==> src/rtl/mac2s_pkg.sv <==
package mac2s_pkg;
  typedef enum logic {
    PASS_LO = 1'b0,
    PASS_HI = 1'b1
  } pass_e;
endpackage

==> src/rtl/mac2s_csa.sv <==
module mac2s_csa #(
  parameter int W = 32
) (
  input  logic [W-1:0] x,
  input  logic [W-1:0] y,
  input  logic [W-1:0] z,
  output logic [W-1:0] s,
  output logic [W-1:0] c
);
  logic [W-1:0] maj;
  always_comb begin
    s   = x ^ y ^ z;
    maj = (x & y) | (x & z) | (y & z);
    c   = {maj[W-2:0], 1'b0};
  end
endmodule

==> src/rtl/mac2s_ppgen.sv <==
module mac2s_ppgen #(
  parameter int DATA_W  = 32,
  parameter int SLICE_W = 16
) (
  input  logic [DATA_W-1:0]  a,
  input  logic [SLICE_W-1:0] b,
  input  mac2s_pkg::pass_e   pass,
  output logic [DATA_W-1:0]  sum,
  output logic [DATA_W-1:0]  carry
);
  logic [DATA_W-1:0] pp    [SLICE_W];
  logic [DATA_W-1:0] s_ch  [SLICE_W];
  logic [DATA_W-1:0] c_ch  [SLICE_W];

  for (genvar i = 0; i < SLICE_W; i++) begin : g_row
    assign pp[i] = ({DATA_W{b[i]}} & a) << i;
  end

  assign s_ch[0] = '0;
  assign c_ch[0] = '0;
  assign s_ch[1] = pp[0];
  assign c_ch[1] = pp[1];

  for (genvar i = 2; i < SLICE_W; i++) begin : g_chain
    mac2s_csa #(.W(DATA_W)) u_csa (
      .x (s_ch[i-1]),
      .y (c_ch[i-1]),
      .z (pp[i]),
      .s (s_ch[i]),
      .c (c_ch[i])
    );
  end

  always_comb begin
    if (pass == mac2s_pkg::PASS_HI) begin
      sum   = s_ch[SLICE_W-1] << SLICE_W;
      carry = c_ch[SLICE_W-1] << SLICE_W;
    end else begin
      sum   = s_ch[SLICE_W-1];
      carry = c_ch[SLICE_W-1];
    end
  end
endmodule

==> src/rtl/mac2s_final.sv <==
module mac2s_final #(
  parameter int W = 32
) (
  input  logic [W-1:0] sum,
  input  logic [W-1:0] carry,
  input  logic [W-1:0] addend,
  output logic [W-1:0] result
);
  logic [W-1:0] cs_s;
  logic [W-1:0] cs_c;

  mac2s_csa #(.W(W)) u_merge (
    .x (sum),
    .y (carry),
    .z (addend),
    .s (cs_s),
    .c (cs_c)
  );

  always_comb result = cs_s + cs_c;
endmodule

==> src/rtl/mac2s_unit.sv <==
module mac2s_unit #(
  parameter int DATA_W  = 32,
  parameter int SLICE_W = 16,
  parameter int TAG_W   = 4
) (
  input  logic               clk,
  input  logic               rst,
  input  logic               flush,
  input  logic               in_valid,
  input  logic [DATA_W-1:0]  in_a,
  input  logic [SLICE_W-1:0] in_b,
  input  logic [DATA_W-1:0]  in_acc,
  input  logic               in_acc_en,
  input  logic               in_hi,
  input  logic [TAG_W-1:0]   in_tag,
  output logic               out_valid,
  output logic [DATA_W-1:0]  out_result,
  output logic [TAG_W-1:0]   out_tag
);
  import mac2s_pkg::*;

  localparam int PAD_W = DATA_W - SLICE_W;

  pass_e             in_pass;
  logic [DATA_W-1:0] pp_sum;
  logic [DATA_W-1:0] pp_carry;

  logic              s1_valid;
  pass_e             s1_pass;
  logic [DATA_W-1:0] s1_sum;
  logic [DATA_W-1:0] s1_carry;
  logic [DATA_W-1:0] s1_acc;
  logic [TAG_W-1:0]  s1_tag;

  logic [DATA_W-1:0] s2_addend;
  logic [DATA_W-1:0] s2_result;

  assign in_pass = in_hi ? PASS_HI : PASS_LO;

  // Stage 1: 16xN array into carry-save pair
  mac2s_ppgen #(.DATA_W(DATA_W), .SLICE_W(SLICE_W)) u_ppgen (
    .a     (in_a),
    .b     (in_b),
    .pass  (in_pass),
    .sum   (pp_sum),
    .carry (pp_carry)
  );

  always_ff @(posedge clk) begin
    if (rst) begin
      s1_valid <= 1'b0;
      s1_pass  <= PASS_LO;
      s1_sum   <= '0;
      s1_carry <= '0;
      s1_acc   <= '0;
      s1_tag   <= '0;
    end else begin
      s1_valid <= in_valid && !flush;
      if (in_valid) begin
        s1_pass  <= in_pass;
        s1_sum   <= pp_sum;
        s1_carry <= pp_carry;
        s1_acc   <= in_acc_en ? in_acc : '0;
        s1_tag   <= in_tag;
      end
    end
  end

  // Stage 2: dedicated final adder, chained addend for high pass
  assign s2_addend = (s1_pass == PASS_HI) ? out_result : s1_acc;

  mac2s_final #(.W(DATA_W)) u_final (
    .sum    (s1_sum),
    .carry  (s1_carry),
    .addend (s2_addend),
    .result (s2_result)
  );

  always_ff @(posedge clk) begin
    if (rst) begin
      out_valid  <= 1'b0;
      out_result <= '0;
      out_tag    <= '0;
    end else begin
      out_valid <= s1_valid && !flush;
      if (s1_valid && !flush) begin
        out_result <= s2_result;
        out_tag    <= s1_tag;
      end
    end
  end

  // Reference product for the carry-save pair check
  logic [DATA_W-1:0] ref_prod;
  always_comb begin
    ref_prod = in_a * {{PAD_W{1'b0}}, in_b};
    if (in_hi) ref_prod = ref_prod << SLICE_W;
  end


  csa_pair_chk: assert property (@(posedge clk) disable iff (rst)
    s1_valid |-> (DATA_W'(s1_sum + s1_carry) == $past(ref_prod)));


  lat_valid_chk: assert property (@(posedge clk) disable iff (rst)
    (in_valid && !flush) ##1 !flush |=> out_valid);


  tag_carry_chk: assert property (@(posedge clk) disable iff (rst)
    out_valid |-> (out_tag == $past(in_tag, 2)));


  flush_kill_chk: assert property (@(posedge clk) disable iff (rst)
    $past(flush) |-> !out_valid);


  hold_result_chk: assert property (@(posedge clk) disable iff (rst)
    !out_valid |-> $stable(out_result));
endmodule

==> config.mk <==
export PLATFORM = sky130hd
export DESIGN_NAME = mac2s_unit
export DESIGN_NICKNAME = d
export VERILOG_FILES = /design/src/rtl/mac2s_pkg.sv /design/src/rtl/mac2s_csa.sv /design/src/rtl/mac2s_ppgen.sv /design/src/rtl/mac2s_final.sv /design/src/rtl/mac2s_unit.sv
export SDC_FILE = /design/constraint.sdc
export NUM_CORES = 1
export LEC_CHECK = 0
export ABC_AREA = 1
export BUFFER_PORTS_ARGS = -buffer_cell sky130_fd_sc_hd__buf_2
export CAP_MARGIN = 20
export CORE_MARGIN = 8
export CORE_UTILIZATION = 45
export DETAILED_ROUTE_END_ITERATION = 6
export GPL_TIMING_DRIVEN = 0
export PLACE_DENSITY = 0.73
export SLEW_MARGIN = 40
export SYNTH_ARGS = -nofsm -noshare
export SYNTH_HDL_FRONTEND = slang
export SYNTH_SLANG_ARGS = --single-unit
==> constraint.sdc <==
create_clock -name clk -period 24.7 [get_ports clk]
set_clock_uncertainty 0.15 [all_clocks]
set_input_delay 2.47 -clock clk [delete_from_list [all_inputs] [get_ports clk]]
set_output_delay 2.47 -clock clk [all_outputs]
set_load 0.005 [all_outputs]
==> flow_summary.json, run 1 <==
{
  "finalNetCount": 2701,
  "multiInputGateArea_um2": 12480,
  "arrival_ns": 11.13,
  "cts.htree.levels": 4,
  "ys_seq_area_frac": 0.1485,
  "yosysMostFrequentCell": "nand2_1",
  "worstPathMaxFanout": 10,
  "start_util": 0.4565,
  "ioPinCount": 127,
  "synth_cell_types": 49,
  "syn_area_um2": 16710,
  "io_buffers": 99,
  "root_buffer": "clkbuf_16",
  "grt_usage": 0.2275,
  "dp_hpwl_um": 41050,
  "worstHoldPathType": "reg2reg",
  "gr-total-overflow": 0,
  "violations": "design-rule violations",
  "cts_tree": "yes",
  "ant_nets": 0,
  "cts.sinks": 124,
  "synth_area_leaders": "fa_1, dfxtp_1, nand2_1",
  "die_h_um": 208.7,
  "slew_headroom": 0.4282,
  "cp-end-kind": "flip-flop",
  "path_class": "in2reg",
  "yosysTopAreaCell": "fa_1",
  "clock_latency_ns": 0.43,
  "syn_nets": 2583,
  "tightest_slew_ns": 0.8577,
  "fin_crit_ns": 10.98,
  "critPathMaxStageDelay_ns": 0.60,
  "setup_viol": 0,
  "synth_warnings": 0,
  "die_w_um": 208.7,
  "synth_commonest_cells": "nand2_1, fa_1, inv_1",
  "start_kind": "primary input",
  "synthDominantCellAreaShare": 0.3977,
  "status": "finished, violations left",
  "hold_buffers": 0,
  "vias": 14116,
  "grt_max_degree": 17,
  "core_area_um2": 36610,
  "first_global_vias": 15281,
  "drc": 4,
  "finalSetupTns_ns": 0,
  "rows": 70,
  "path_cells": "buf_2 -> clkbuf_1 -> buf_1 -> nand2_1 -> fa_1 -> fa_1 -> fa_1 -> fa_1 -> fa_1 -> fa_1 -> fa_1 -> fa_1 -> fa_1 -> fa_1 -> fa_1 -> fa_1 -> inv_1 -> fa_1 -> inv_1 -> fa_1 -> nor2_1 -> a221oi_1 -> nor2_1",
  "cp.required_ns": 24.85,
  "synthCells": 2102,
  "fin_crit_sh": 0.4446,
  "wl_per_cell_um": 18.09,
  "cpMaxStageDelayCell": "buf_1",
  "cts.path.max_buffers": 2,
  "synthArstFlopShare": 0,
  "post_synth.cell_area_avg_um2": 7.950,
  "clock.fmax_mhz": 91.07,
  "dr.first_iter.drc_count": 803,
  "cp_top_family": "adder cells",
  "synth-edff-count": 0,
  "n_fill_cell": 3530,
  "grt_pass1_wl_um": 79050,
  "antenna_found_initial": 1,
  "synth_flop_cell": "dfxtp_1",
  "finalMaxSlewViolations": 0,
  "cts-resized-gates": 0,
  "hold_viol_final": 0,
  "cts-buffers-inserted": 17,
  "via_per_inst": 5.226,
  "cpMostUsedCell": "fa_1",
  "path_clk_slew_ns": 0.06,
  "dieArea_um2": 43560,
  "synth_seq_cells": 124,
  "drive_above_1_share": 0.08330,
  "post_cts_buffers": 0,
  "routed_wl_um": 48860,
  "diodes": 0,
  "gp_congestion": 0.9533,
  "critPathBufInv": 5,
  "rsz0062_at_grt": "false",
  "regArea_um2": 2482,
  "first_pass_iters": 7,
  "syn_to_final_growth_pct": 10.26,
  "cap_violations": 0
}
cell usage in the layout (no fill, tap or decap), types with 4 or more instances in the layout:
cell / synthesis / final
bufinv_16: 0 / 4
o21ai_2: 4 / 4
xnor2_1: 7 / 7
nand2_1: 647 / 647
ha_1: 59 / 59
nand2_2: 5 / 5
clkbuf_1: 107 / 107
nand3_1: 80 / 80
buf_2: 9 / 108
buf_1: 9 / 9
nand4_1: 5 / 5
inv_1: 319 / 319
xor2_1: 11 / 11
dfxtp_1: 124 / 124
buf_4: 5 / 5
nor2_1: 123 / 123
o21ai_0: 71 / 71
or2_1: 4 / 4
a221oi_1: 4 / 4
clkbuf_16: 0 / 17
mux2_2: 14 / 14
nor3_1: 6 / 6
clkinv_2: 0 / 5
fa_1: 332 / 332
a2bb2oi_1: 14 / 14
o211ai_1: 6 / 6
a21oi_1: 91 / 91
a31oi_1: 9 / 9
worst paths after layout:
| path | start | to | slack [ns] | cells past startpoint |
|---|---|---|---|---|
| setup / recovery | in_b[2] | s1_sum[22]$_SDFFE_PP0P_ | 13.72 | 23 |
| hold / removal | s1_acc[22]$_SDFFE_PP0P_ | s1_acc[22]$_SDFFE_PP0P_ | 0.31 | 2 |
| hold reg to reg | s1_acc[22]$_SDFFE_PP0P_ | s1_acc[22]$_SDFFE_PP0P_ | 0.31 | 2 |
| setup reg to reg | s1_pass$_SDFFE_PP0P_ | out_result[25]$_SDFFE_PP0P_ | 20.18 | 16 |
tightest hold or removal path: cells and delay by family (launching register included):
kind | cells | cell delay, ns
flip-flops | 1 | 0.31
AND/OR/NAND/NOR | 1 | 0.06
AO/OA/AOI/OAI | 1 | 0.05
cell type report:
cell class | count | share of cell area
multi-input combinational | 1523 | 0.6775
sequential | 124 | 0.1347
inverter | 324 | 0.06614
tap | 468 | 0.03178
buffer | 131 | 0.02859
timing repair buffer | 99 | 0.02689
clock buffer | 20 | 0.02533
clock inverter | 12 | 0.009099
layer usage:
| metal | wire (µm) | share of wire | vias to the layer above | global-route usage |
|---|---|---|---|---|
| met5 | 11 | 0.00023 | - | 0 |
| met4 | 2249 | 0.046 | 2 | 0.1101 |
| met3 | 2731 | 0.056 | 132 | 0.03637 |
| met2 | 24410 | 0.50 | 438 | 0.4033 |
| met1 | 19450 | 0.40 | 6964 | 0.2657 |
| li1 | - | - | 6580 | - |
metrics by stage:
step                      hold WS, ns  cells  worst slack, ns    util  cell area (µm²)
after global placement         0.3029   2669            13.39  0.4860            17790
after CTS                      0.3154   2701            13.66  0.5033            18430
after floorplan                0.2918   2102            14.41       -            16710
final                          0.3142   2701            13.72  0.5033            18430
after detailed placement       0.3073   2669            13.26  0.4860            17790
after global routing           0.3379   2701            13.35  0.5033            18430
state kept, by name (all words and copies together), names as in the netlist:
register / flops
s1_pass: 1
s1_valid: 1
s1_acc: 32
s1_tag: 4
out_valid: 1
out_result: 32
s1_sum: 32
out_tag: 4
s1_carry: 17
logic make-up (layout without fill, tap and decap cells):
family                   count (synthesis)  count (layout)  synth area share
XOR/XNOR                                18              18          0.009434
buffers and inverters                  455             586            0.1044
AND/OR/NAND/NOR                        883             883            0.2102
flip-flops                             124             124            0.1485
adder cells (fa/ha/maj)                391             391            0.4419
AO/OA/AOI/OAI                          217             217           0.07607
multiplexers                            14              14          0.009434
Power of run 1 is left out: the tool's default activity adds up to more than one toggle a clock period on the data nets, which glitch-free logic cannot reach.
==> run 2: changes to the inputs <==
Settings changed: ABC_AREA 1 to 0, PLACE_DENSITY 0.73 to 0.75.
Clock period 24.7 ns to 9.31 ns, I/O delays scaled along.
==> flow_summary.json, run 2 <==
{
  "status": "completed",
  "ant_nets": 0,
  "cts.htree.levels": 4,
  "layout.cells.non_filler": 2299,
  "dpl_cell_area_um2": 16970,
  "hold_buffers": 0,
  "path_class": "in2reg",
  "drive_above_1_share": 0.1020,
  "worstHoldPathType": "reg2reg",
  "path_clk_slew_ns": 0.06,
  "hold_viol_final": 0,
  "synthArstFlopShare": 0,
  "hold_path_end": "out_tag[3]$_SDFFE_PP0P_",
  "wl_per_cell_um": 19.78,
  "synth_area_leaders": "fa_1, dfxtp_1, nand2_1",
  "setup_viol": 0,
  "die_w_um": 203.5,
  "ys_seq_area_frac": 0.1569,
  "synth_cell_types": 55,
  "critPathBufInv": 4,
  "via_per_inst": 5.494,
  "root_buffer": "clkbuf_16",
  "vias": 12631,
  "cts.sinks": 124,
  "final_cell_mix": "nand2_1, fa_1, nor2_1",
  "clock_latency_ns": 0.42,
  "syn_area_um2": 15820,
  "timing.final.ws_setup_ns": 0.2519,
  "diodes": 0,
  "synthCells": 1698,
  "r2r_end": "out_result[27]$_SDFFE_PP0P_",
  "grt_pass1_wl_um": 72670,
  "tightest_slew_ns": 0.8546,
  "io_buffers": 117,
  "reg2reg_slack_ns": 4.75,
  "cp_top_family": "adder cells",
  "die_h_um": 203.5,
  "core_area_um2": 34540,
  "r2r_cells": 13,
  "whs_path_depth": 2,
  "worstPathMaxFanout": 10,
  "yosysTopAreaCell": "fa_1",
  "grt_max_degree": 17,
  "fin_crit_sh": 0.9729,
  "top_regs": "out_result (32), s1_acc (32), s1_sum (32)",
  "dp_hpwl_um": 37110,
  "syn_nets": 2179,
  "synth_seq_cells": 124,
  "synth_flop_cell": "dfxtp_1",
  "finalMaxSlewViolations": 0,
  "cts_tree": "yes",
  "cp.required_ns": 9.43,
  "first_pass_iters": 7,
  "dr.first_iter.drc_count": 737,
  "start_util": 0.4579,
  "critPathMaxStageDelay_ns": 0.56,
  "final_area_um2": 17630,
  "cp-end-kind": "flip-flop",
  "fin_crit_ns": 9.058,
  "ioPinCount": 127,
  "cts.path.max_buffers": 2,
  "pre_cts_ws_ns": -0.4560,
  "dpl.cell_count": 2270,
  "yosysMostFrequentCell": "nand2_1",
  "clock.fmax_mhz": 110.4,
  "cts-buffers-inserted": 17,
  "cap_violations": 0,
  "dieArea_um2": 41400,
  "layout.cells.most_common": "nand2_1",
  "synthDominantCellAreaShare": 0.4202,
  "grt_usage": 0.2208,
  "synth_warnings": 0,
  "antenna_found_initial": 4,
  "min_from": "s1_tag[3]$_SDFFE_PP0P_",
  "gr-total-overflow": 0,
  "gp_congestion": 0.9318,
  "arrival_ns": 9.18,
  "post_synth.cell_area_avg_um2": 9.315,
  "start_kind": "primary input",
  "cpMostUsedCell": "fa_1",
  "syn_to_final_growth_pct": 11.48,
  "cpMaxStageDelayCell": "fa_1",
  "synth_commonest_cells": "nand2_1, fa_1, nor2_1",
  "r2r-start": "s1_pass$_SDFFE_PP0P_",
  "drc": 0,
  "slew_headroom": 0.4303,
  "finalNetCount": 2313,
  "synth-edff-count": 0,
  "first_global_vias": 13869,
  "routed_wl_um": 45480,
  "rows": 68
}
## run 2: cell types whose count changed after synthesis, moves of 19 or more
cell and change:
a21oi_1 -29, a22oi_1 +49, and2_1 +82, inv_1 -196, mux2i_1 +19, nand2_1 -268, nand3_1 -71, o21ai_0 -47
xnor2_1 +28
## run 2: per-layer routing
| layer | GRT usage | routed length (µm) |
|---|---|---|
| met2 | 0.3924 | 22620 |
| met5 | 0 | 51 |
| met4 | 0.08884 | 1642 |
| met1 | 0.2629 | 17860 |
| met3 | 0.03713 | 3308 |
## run 2: worst reg2reg max path, cell delays in order, from the launching register on
cell	delay (ns)
dfxtp_1	0.31
clkbuf_1	0.32
clkbuf_1	0.69
mux2_2	0.43
fa_1	0.37
ha_1	0.40
and3_1	0.21
and4_1	0.25
nand2_1	0.11
o31ai_1	0.33
o21ai_1	0.20
o21ai_1	0.31
nor4_1	0.08
a211o_1	0.28
## run 2: how the worst max path moves through the flow
stage | depth (start not counted) | startpoint | slack [ns] | endpoint
6_report | 26 | in_b[2] | 0.25 | s1_sum[31]$_SDFFE_PP0P_
5_1_grt | 28 | in_b[2] | -0.0009 | s1_sum[31]$_SDFFE_PP0P_
4_1_cts | 27 | in_b[3] | 0.009 | s1_sum[31]$_SDFFE_PP0P_
3_5_place_dp | 28 | in_b[2] | -0.46 | s1_sum[31]$_SDFFE_PP0P_
3_3_place_gp | 26 | in_b[1] | -0.35 | s1_sum[31]$_SDFFE_PP0P_
2_1_floorplan | 27 | in_b[2] | 0.67 | s1_sum[31]$_SDFFE_PP0P_
## run 2: cell families after synthesis
kind of cell    Yosys count  synth area share
compound gates          211           0.08726
xor+xnor                 47           0.02603
fa+ha+maj               391            0.4669
buf+inv                 233           0.05530
flops                   124            0.1569
mux                      49           0.03338
simple gates            643            0.1742
## run 2: timing repair
action | 4_1_cts | 5_1_grt
resized for setup | 1 | 11
setup endpoints to repair | 1 | 1
pin swaps | 0 | 1
setup buffers | 0 | 0
## run 2: layout make-up
| cell class | count | area, µm² |
|---|---|---|
| Fill cell | 3250 | 16910 |
| Buffer | 108 | 412.9 |
| Multi-Input combinational cell | 1341 | 12470 |
| Clock buffer | 17 | 425.4 |
| Inverter | 123 | 461.7 |
| Sequential cell | 124 | 2482 |
| Tap cell | 455 | 569.3 |
| Clock inverter | 14 | 220.2 |
| Timing Repair Buffer | 117 | 585.6 |
## run 2: through the flow
step                      setup TNS (ns)  hold WS [ns]  utilization
after global placement            -1.254        0.2860       0.4913
after global routing          -0.0008678        0.3265       0.5104
after floorplan                        0        0.2812            -
after CTS                              0        0.3024       0.5099
final                                  0        0.3022       0.5104
after detailed placement          -3.138        0.2987       0.4913
Power of run 2 is left out for the same reason.
